### src/rtl/cpic_pkg.sv
package cpic_pkg;
  localparam logic [7:0] CMD_EOI = 8'h20;

  typedef enum logic {
    SEL_PRI = 1'b0,
    SEL_SEC = 1'b1
  } unit_sel_e;

  typedef enum logic {
    ADR_CMD  = 1'b0,
    ADR_DATA = 1'b1
  } reg_adr_e;
endpackage

### src/rtl/cpic_prio.sv
module cpic_prio #(
  parameter int unsigned N = 8,
  localparam int unsigned IW = (N > 1) ? $clog2(N) : 1
) (
  input  logic [N-1:0]  bits_i,
  output logic          any_o,
  output logic [IW-1:0] idx_o
);
  always_comb begin
    any_o = |bits_i;
    idx_o = '0;
    for (int i = N - 1; i >= 0; i--) begin
      if (bits_i[i]) idx_o = IW'(i);
    end
  end
endmodule

### src/rtl/cpic_unit.sv
module cpic_unit
  import cpic_pkg::*;
#(
  parameter int unsigned N           = 8,
  parameter int unsigned DW          = 8,
  parameter logic [N-1:0] LEVEL_LINES = '0,
  parameter logic [DW-1:0] RST_BASE   = '0,
  localparam int unsigned IW = (N > 1) ? $clog2(N) : 1
) (
  input  logic          clk,
  input  logic          rst,
  input  logic [N-1:0]  irq_i,
  input  logic          cmd_wr_i,
  input  logic          dat_wr_i,
  input  logic [DW-1:0] wdata_i,
  input  logic          ack_i,
  output logic          win_o,
  output logic [IW-1:0] win_idx_o,
  output logic [DW-1:0] base_o
);
  logic [N-1:0]  prev_q, req_q, isr_q, mask_q;
  logic [DW-1:0] base_q;
  logic [N-1:0]  req_eff, pend, rise, ack_vec, eoi_vec;
  logic          pend_any, isr_any;
  logic [IW-1:0] pend_idx, isr_idx;
  logic          win;

  // edge lines are latched, level lines follow their input directly
  assign req_eff = (req_q & ~LEVEL_LINES) | (irq_i & LEVEL_LINES);
  assign pend    = req_eff & ~mask_q;
  assign rise    = irq_i & ~prev_q & ~LEVEL_LINES;

  cpic_prio #(.N(N)) u_pend_enc (.bits_i(pend),  .any_o(pend_any), .idx_o(pend_idx));
  cpic_prio #(.N(N)) u_isr_enc  (.bits_i(isr_q), .any_o(isr_any),  .idx_o(isr_idx));

  assign win = pend_any && (!isr_any || (pend_idx < isr_idx));

  assign ack_vec = (ack_i && win) ? ({{(N-1){1'b0}}, 1'b1} << pend_idx) : '0;
  assign eoi_vec = (cmd_wr_i && (wdata_i == DW'(CMD_EOI)) && isr_any)
                   ? ({{(N-1){1'b0}}, 1'b1} << isr_idx) : '0;

  always_ff @(posedge clk) begin
    if (rst) begin
      prev_q <= '0;
      req_q  <= '0;
      isr_q  <= '0;
      mask_q <= '0;
      base_q <= RST_BASE;
    end else begin
      prev_q <= irq_i;
      req_q  <= (req_q & ~ack_vec) | rise;
      isr_q  <= (isr_q & ~eoi_vec) | ack_vec;
      if (dat_wr_i) mask_q <= wdata_i[N-1:0];
      if (cmd_wr_i && wdata_i[0]) base_q <= {wdata_i[DW-1:IW], {IW{1'b0}}};
    end
  end

  assign win_o     = win;
  assign win_idx_o = pend_idx;
  assign base_o    = base_q;
endmodule

### src/rtl/cpic_top.sv
module cpic_top
  import cpic_pkg::*;
#(
  parameter int unsigned NLINES   = 8,
  parameter int unsigned DW       = 8,
  parameter int unsigned CAS_LINE = 2,
  localparam int unsigned IW = (NLINES > 1) ? $clog2(NLINES) : 1
) (
  input  logic              clk,
  input  logic              rst,
  input  logic [NLINES-1:0] pri_irq_i,
  input  logic [NLINES-1:0] sec_irq_i,
  input  logic              reg_wr_i,
  input  logic              reg_unit_i,
  input  logic              reg_addr_i,
  input  logic [DW-1:0]     reg_wdata_i,
  input  logic              ack_i,
  output logic              int_o,
  output logic              vec_vld_o,
  output logic [DW-1:0]     vec_o
);
  localparam logic [NLINES-1:0] CAS_MASK = NLINES'(1) << CAS_LINE;

  logic              pri_cmd, pri_dat, sec_cmd, sec_dat;
  logic              p_win, s_win, sec_ack;
  logic [IW-1:0]     p_idx, s_idx;
  logic [DW-1:0]     p_base, s_base, vec_n;
  logic [NLINES-1:0] pri_irq_eff;
  logic              int_q, vld_q;
  logic [DW-1:0]     vec_q;

  assign pri_cmd = reg_wr_i && (reg_unit_i == SEL_PRI) && (reg_addr_i == ADR_CMD);
  assign pri_dat = reg_wr_i && (reg_unit_i == SEL_PRI) && (reg_addr_i == ADR_DATA);
  assign sec_cmd = reg_wr_i && (reg_unit_i == SEL_SEC) && (reg_addr_i == ADR_CMD);
  assign sec_dat = reg_wr_i && (reg_unit_i == SEL_SEC) && (reg_addr_i == ADR_DATA);

  // cascade line is owned by the secondary unit
  assign pri_irq_eff = (pri_irq_i & ~CAS_MASK) | (CAS_MASK & {NLINES{s_win}});
  assign sec_ack     = ack_i && p_win && (p_idx == IW'(CAS_LINE));

  cpic_unit #(
    .N(NLINES), .DW(DW), .LEVEL_LINES(CAS_MASK), .RST_BASE(DW'(0))
  ) u_pri (
    .clk(clk), .rst(rst), .irq_i(pri_irq_eff),
    .cmd_wr_i(pri_cmd), .dat_wr_i(pri_dat), .wdata_i(reg_wdata_i),
    .ack_i(ack_i), .win_o(p_win), .win_idx_o(p_idx), .base_o(p_base)
  );

  cpic_unit #(
    .N(NLINES), .DW(DW), .LEVEL_LINES('0), .RST_BASE(DW'(NLINES))
  ) u_sec (
    .clk(clk), .rst(rst), .irq_i(sec_irq_i),
    .cmd_wr_i(sec_cmd), .dat_wr_i(sec_dat), .wdata_i(reg_wdata_i),
    .ack_i(sec_ack), .win_o(s_win), .win_idx_o(s_idx), .base_o(s_base)
  );

  always_comb begin
    if (!p_win)                       vec_n = p_base + DW'(NLINES - 1);
    else if (p_idx == IW'(CAS_LINE))  vec_n = s_base + DW'(s_idx);
    else                              vec_n = p_base + DW'(p_idx);
  end

  always_ff @(posedge clk) begin
    if (rst) begin
      int_q <= 1'b0;
      vld_q <= 1'b0;
      vec_q <= '0;
    end else begin
      int_q <= p_win && !ack_i;
      vld_q <= ack_i;
      if (ack_i) vec_q <= vec_n;
    end
  end

  assign int_o     = int_q;
  assign vec_vld_o = vld_q;
  assign vec_o     = vec_q;
endmodule

### config.mk
export PLATFORM = sky130hd
export DESIGN_NAME = cpic_top
export DESIGN_NICKNAME = d
export VERILOG_FILES = /design/src/rtl/cpic_pkg.sv /design/src/rtl/cpic_prio.sv /design/src/rtl/cpic_unit.sv /design/src/rtl/cpic_top.sv
export SDC_FILE = /design/constraint.sdc
export NUM_CORES = 1
export LEC_CHECK = 0
export BUFFER_PORTS_ARGS = -buffer_cell sky130_fd_sc_hd__buf_2
export CAP_MARGIN = 20
export CORE_MARGIN = 4
export CORE_UTILIZATION = 40
export DETAILED_ROUTE_END_ITERATION = 10
export PLACE_DENSITY = 0.65
export SETUP_SLACK_MARGIN = 0.1
export SLEW_MARGIN = 15
export SYNTH_ARGS = -nofsm -noshare
export SYNTH_HDL_FRONTEND = slang
export SYNTH_SLANG_ARGS = --single-unit
### constraint.sdc
create_clock -name clk -period 5.2 [get_ports clk]
set_input_delay 0.78 -clock clk [delete_from_list [all_inputs] [get_ports clk]]
set_output_delay 0.78 -clock clk [all_outputs]
set_load 0.02 [all_outputs]
==> After elaboration in Yosys (flattened, before gate mapping) <==
Cells that the tools add are included.
{ "word_totals": {"reg_bits": 84, "latchBits": 0, "mem_bits_rw": 0, "rom_bits": 0, "inputBits": 30, "out_inout_bits": 10, "elab_cells": 113, "memories": 0} }
{ "op_classes": {"addsub": 3, "n_mul": 0, "div": 0, "magnitude_cmp": 2, "n_eq_ne": 2, "n_shift": 4, "mux": 38, "bitwise": 24, "n_reduce_logical": 27} }
{ "op_table": {"columns": ["op", "n"], "rows": [
  ["3-bit 2-to-1 mux", 32],
  ["8-bit bitwise AND", 8],
  ["8-bit NOT", 8],
  ["8-bit 2-to-1 mux", 6],
  ["8-bit OR", 4],
  ["8-bit OR reduction", 4],
  ["1-bit by 3-bit left shift with 8-bit output (first input constant)", 4],
  ["1-bit logical AND", 18],
  ["8-bit by 3-bit adder with 8-bit output", 2],
  ["8-bit by 3-bit OR with 8-bit output", 2],
  ["8-bit by 3-bit adder with 8-bit output (second input constant)", 1],
  ["8-bit by 6-bit equality test with 1-bit output (second input constant)", 1],
  ["3-bit less-than comparator", 2],
  ["3-bit by 2-bit equality test with 1-bit output (second input constant)", 1],
  ["1-bit logical NOT", 3],
  ["1-bit logical OR", 2],
  ["1-bit NOT", 2]
]} }

==> Depth between registers and ports, before layout <==
{ "depth": {"depth_word": 34, "mapped_depth": 18} }

==> Cells and area by module <==
From an unflattened synthesis, not the netlist that was laid out.
{ "hier_totals": {"cells_unflattened": 523, "hier_area_um2": 4460.5} }
{ "by_module_without_submodules": {"columns": ["module", "instances", "cells_per_inst", "area_each_um2", "seq_area_each_um2"], "rows": [
  ["cpic_unit at u_sec", 1, 178, 1602.8, 740.7],
  ["cpic_unit at u_pri", 1, 166, 1516.5, 700.7],
  ["cpic_top", 1, 127, 1016.0, 200.2],
  ["cpic_prio", 4, 13, 81.3, 0.0]
]} }

==> Least setup slack after synthesis <==
No wires, ideal clock.
{ "synth_path": {"path_kind": "reg2reg", "from": "register u_sec.req_q[7] (netlist: u_sec.req_eff[7])", "to": "register u_sec.req_q[2] (netlist: u_sec.req_eff[2])", "setup_time_ns": 0.117, "arrival_time_ns": 4.224, "setup_slack_ns": 0.859, "path_stages_with_launch": 19, "period_less_slack_ns": 4.341, "path_cell_list": "dfxtp_1 inv_1 o2111a_1 or3_1 inv_1 ha_1 a311o_1 o41ai_2 nor4_1 inv_1 nor2_1 ha_1 a21oi_1 nand2_1 a21oi_1 o21ai_0 or3_4 or4_1 a32o_1"} }
{ "synth_via": {"elab_chain_cells": 28} }
{ "synth_rtl": {"columns": ["item", "line", "text"], "rows": [
  ["start, declared", "cpic_unit.sv:21", "logic [N-1:0] prev_q, req_q, isr_q, mask_q;"],
  ["start signal, assigned", "cpic_unit.sv:51", "req_q <= (req_q & ~ack_vec) | rise;"],
  ["8-bit bitwise AND (*)", "cpic_unit.sv:30", "assign pend = req_eff & ~mask_q;"],
  ["3-bit 2-to-1 mux (8 in series)", "cpic_prio.sv:13", "if (bits_i[i]) idx_o = IW'(i);"],
  ["3-bit less-than comparator", "cpic_unit.sv:36", "assign win = pend_any && (!isr_any || (pend_idx < isr_idx));"],
  ["1-bit logical OR", "cpic_unit.sv:36", null],
  ["1-bit logical AND", "cpic_unit.sv:36", null],
  ["8-bit by 3-bit OR with 8-bit output", "cpic_top.sv:38", "assign pri_irq_eff = (pri_irq_i & ~CAS_MASK) | (CAS_MASK & {NLINES{s_win}});"],
  ["8-bit by 3-bit OR with 8-bit output", "cpic_unit.sv:29", "assign req_eff = (req_q & ~LEVEL_LINES) | (irq_i & LEVEL_LINES);"],
  ["8-bit bitwise AND", "cpic_unit.sv:30", null],
  ["(+4 left out)", null, null],
  ["1-bit logical OR", "cpic_unit.sv:36", null],
  ["1-bit logical AND", "cpic_unit.sv:36", null],
  ["1-bit logical AND (2 in series)", "cpic_top.sv:39", "assign sec_ack = ack_i && p_win && (p_idx == IW'(CAS_LINE));"],
  ["1-bit logical AND", "cpic_unit.sv:38", "assign ack_vec = (ack_i && win) ? ({{(N-1){1'b0}}, 1'b1} << pend_idx) : '0;"],
  ["8-bit 2-to-1 mux (*)", "cpic_unit.sv:38", null],
  ["8-bit NOT (*)", "cpic_unit.sv:51", null],
  ["8-bit bitwise AND (*)", "cpic_unit.sv:51", null],
  ["8-bit OR (*)", "cpic_unit.sv:51", null]
]} }
Every way passes the cells marked *; elsewhere a longest branch is shown, timed or not.
A chain may end at the register's enable or synchronous reset.

==> Worst setup path in the final report <==
{ "layout_path": {"from": "register u_sec.req_q[7] (netlist: u_sec.req_eff[7])", "to": "register u_sec.req_q[6] (netlist: u_sec.req_eff[6])"} }
Same word-level chain as after synthesis.

==> flow_summary.ini <==
[critical_path]
ff2ff_setup_slack_ns = 0.39
crit_arrival_ns = 5.07
worstSetupEndpointType = flip-flop
crit_start = u_sec.req_eff[7]$_SDFF_PP0_
r2r_cells = 18
cp_top_family = simple AND/OR/NAND/NOR gates
criticalPathCategory = flip-flop to flip-flop
critPathLaunchType = flip-flop
cp_common_cell = nor2_1
reg2reg_from = u_sec.req_eff[7]$_SDFF_PP0_
path_depth = 18
critPathRequiredTime_ns = 5.46
endpoint = u_sec.req_eff[6]$_SDFF_PP0_
reg2reg_to = u_sec.req_eff[6]$_SDFF_PP0_
path_cells = inv_1, o2111a_1, or3_1, inv_1, ha_1, a21boi_0, a211oi_2, or3_1, nor2_1, nor2_1, ha_1, nand2_1, nor2_1, a21oi_1, o21ai_0, or3_4, or4_1, a32o_1
slowest_stage = or4_1
crit_path_max_incr_delay_ns = 0.49
cp_num_buf_inv = 2
worstPathMaxFanout = 5

[synthesis]
netlist_instances = 419
synth-edff-count = 0
avgSynthCellArea_sq_um = 8.79
syn_area_sq_um = 3680
ys_types = 50
synth.largest_area_cell = dfxtp_1
syn_nets = 452
synth_top_area_frac = 0.446
synthFlopType = dfxtp_1
synth.ff_latch_count = 82
synth-warning-count = 0
yosysSeqAreaShare = 0.446
synthArstFlopShare = 0
synth.area.top_cells = dfxtp_1 (45%), mux2i_1 (8.4%), nor2_1 (6.1%), nor2b_1 (4.1%), a21oi_1 (3.3%)

[finish]
final_common_cell = dfxtp_1
design_area_sq_um = 4190
drive_gt1_frac = 0.150
layout_common_cells = dfxtp_1 (82), nor2_1 (60), buf_2 (38)
nets = 489
area_growth_pct = 13.8
fin_cells = 569
fill_cells = 875
n_antenna_cell = 0

[global_route]
gr-usage-met3 = 0.0292
grt_pass1_vias = 3012
grt_usage = 0.167
gr-usage-met2 = 0.273
antenna_found_initial = 0
grt_pass1_wl_mm = 14.7
use_met1 = 0.218
grt_overflow_total = 0
grt_max_degree = 39
grt-busiest-layer = met2

[drt]
wirelength_mm = 8.76
postRouteAntennaNets = 0
first_iter_violations = 147
wire_per_inst_um = 15.4
drc_errors = 0
drtPass1Iterations = 4
vias = 3117
vias_per_cell = 5.48

[power_and_ir_drop]
ir_drop_mv = 0.163
cellLeakagePower_nw = 1.73
p_per_area_nw_per_um2 = 369

[timing]
hold_viol = 0
max_slew_margin = 0.591
fin_crit_sh = 0.926
max_freq_ghz = 0.208
setup_viol = 0
fin_skew_ns = 0.00815
rsz0062_at_grt = no
tightest_slew_ns = 0.608
min_period_ns = 4.81
fin_tns_setup_ns = 0
holdWs_ns = 0.471
drv_slew = 0

[clocking]
path_clk_slew_ns = 0.08
htree_num_levels = 3
cts_tree = done
cts_buffer_depth = 2
cts_buffers = 9
clockRootBuffer = clkbuf_8
clock_sinks = 82
clkLatencyLatePin_ns = 0.36

[floorplanning]
die_x_um = 104
core_sq_um = 8850
initial_utilization = 0.416
die-area_sq_um = 10800
ioPinCount = 40
rows = 34
floorplan.die.height_um = 104

[place]
hpwl_mm = 6.50
dp.cells = 552
gp_congestion = 0.920
numPortBuffers = 38
placed_area_sq_um = 3960

[worst_hold_path]
hp-class = flip-flop to flip-flop

[outcome]
status = finished clean

[job]
max_cap_violations = 0
==> through the flow <==
step	setup slack [ns]	utilization	power, mW
5_1_grt	0.121	0.473	1.64
4_1_cts	0.117	0.468	1.54
3_3_place_gp	0.229	0.447	1.10
3_5_place_dp	0.126	0.447	1.10
6_report	0.387	0.473	1.55
2_1_floorplan	0.859	-	1.00
==> logic make-up after synthesis <==
| kind of cell | after synthesis | synth area share |
|---|---|---|
| compound gates | 93 | 0.182 |
| mux | 31 | 0.0843 |
| flops | 82 | 0.446 |
| simple gates | 174 | 0.239 |
| fa+ha+maj | 3 | 0.0102 |
| buf+inv | 36 | 0.0388 |
==> worst min-delay path by stage <==
| stage | startpoint | endpoint | slack, ns | depth (start not counted) |
|---|---|---|---|---|
| 3_5_place_dp | u_pri.prev_q[0]$_SDFF_PP0_ | u_pri.req_q[0]$_SDFF_PP0_ | 0.46 | 2 |
| 2_1_floorplan | u_sec.base_o[3]$_SDFFE_PP1P_ | u_sec.base_o[3]$_SDFFE_PP1P_ | 0.44 | 2 |
| 5_1_grt | u_pri.prev_q[4]$_SDFF_PP0_ | u_pri.req_q[4]$_SDFF_PP0_ | 0.50 | 2 |
| 4_1_cts | u_pri.prev_q[3]$_SDFF_PP0_ | u_pri.req_q[3]$_SDFF_PP0_ | 0.48 | 2 |
| 6_report | u_pri.prev_q[3]$_SDFF_PP0_ | u_pri.req_q[3]$_SDFF_PP0_ | 0.47 | 2 |
| 3_3_place_gp | u_pri.prev_q[6]$_SDFF_PP0_ | u_pri.req_q[6]$_SDFF_PP0_ | 0.45 | 2 |
==> synth_stat cells (2+ instances only) <==
library cell  instances
o31ai_1               6
nor2_1               60
and2_1                2
o211ai_1              2
nor3_1                5
or4_1                 2
mux2i_1              31
dfxtp_1              82
buf_1                 2
nand4_1               6
nand3_1              10
o21ai_0              16
a32o_1               12
o31a_1                2
a221oi_1              2
nor4_1                5
inv_1                21
nand2b_1             18
a21oi_1              24
a31oi_1               2
o311a_1               2
a311oi_1              2
or2_2                 3
and3_1                2
o21a_1                4
clkbuf_1             12
ha_1                  3
a211oi_1              6
or3_1                 3
nand2_1              26
nand3b_1              3
o21bai_1              2
nor2b_1              24
==> worst min-delay path, delay by kind of cell, from the launching register on <==
| kind | cells | cell delay [ns] |
|---|---|---|
| buf+inv | 1 | 0.04 |
| compound gates | 1 | 0.10 |
| flops | 1 | 0.30 |
==> where the power goes <==
group	leakage, nW	internal (mW)	switching, mW
Clock	0.0961	0.201	0.235
Sequential	0.674	0.672	0.0350
Combinational	0.965	0.161	0.242
==> per-layer routing <==
metal / up-vias / wire (um)
li1: 1565 / -
met1: 1461 / 4110
met2: 76 / 4060
met3: 15 / 445
met4: 0 / 153
met5: - / 0
==> timing repair <==
| action | 4_1_cts | 5_1_grt |
|---|---|---|
| hold buffers | 0 | 0 |
| buffers inserted | 0 | 1 |
| setup endpoints to repair | 0 | 16 |
| gates resized for setup | 0 | 5 |
==> flip-flops by register name, indices dropped and copies added (netlist names), 5 cells and up <==
signal and cells:
u_pri.req_q 7, u_sec.isr_q 8, u_sec.req_eff 8, vec_o 8, u_sec.mask_q 8, u_pri.mask_q 8, u_pri.prev_q 7, u_pri.base_o 5
u_sec.prev_q 8, u_pri.isr_q 8, u_sec.base_o 5
==> final cells by class <==
class	count	area, sq um	area share
Timing Repair Buffer	41	213	0.0508
Sequential cell	82	1640	0.392
Clock inverter	5	35.0	0.00836
Tap cell	108	135	0.0323
Multi-Input combinational cell	301	1930	0.462
Clock buffer	11	151	0.0361
Inverter	21	78.8	0.0188
No activity file was read; power rests on OpenSTA's default activity.
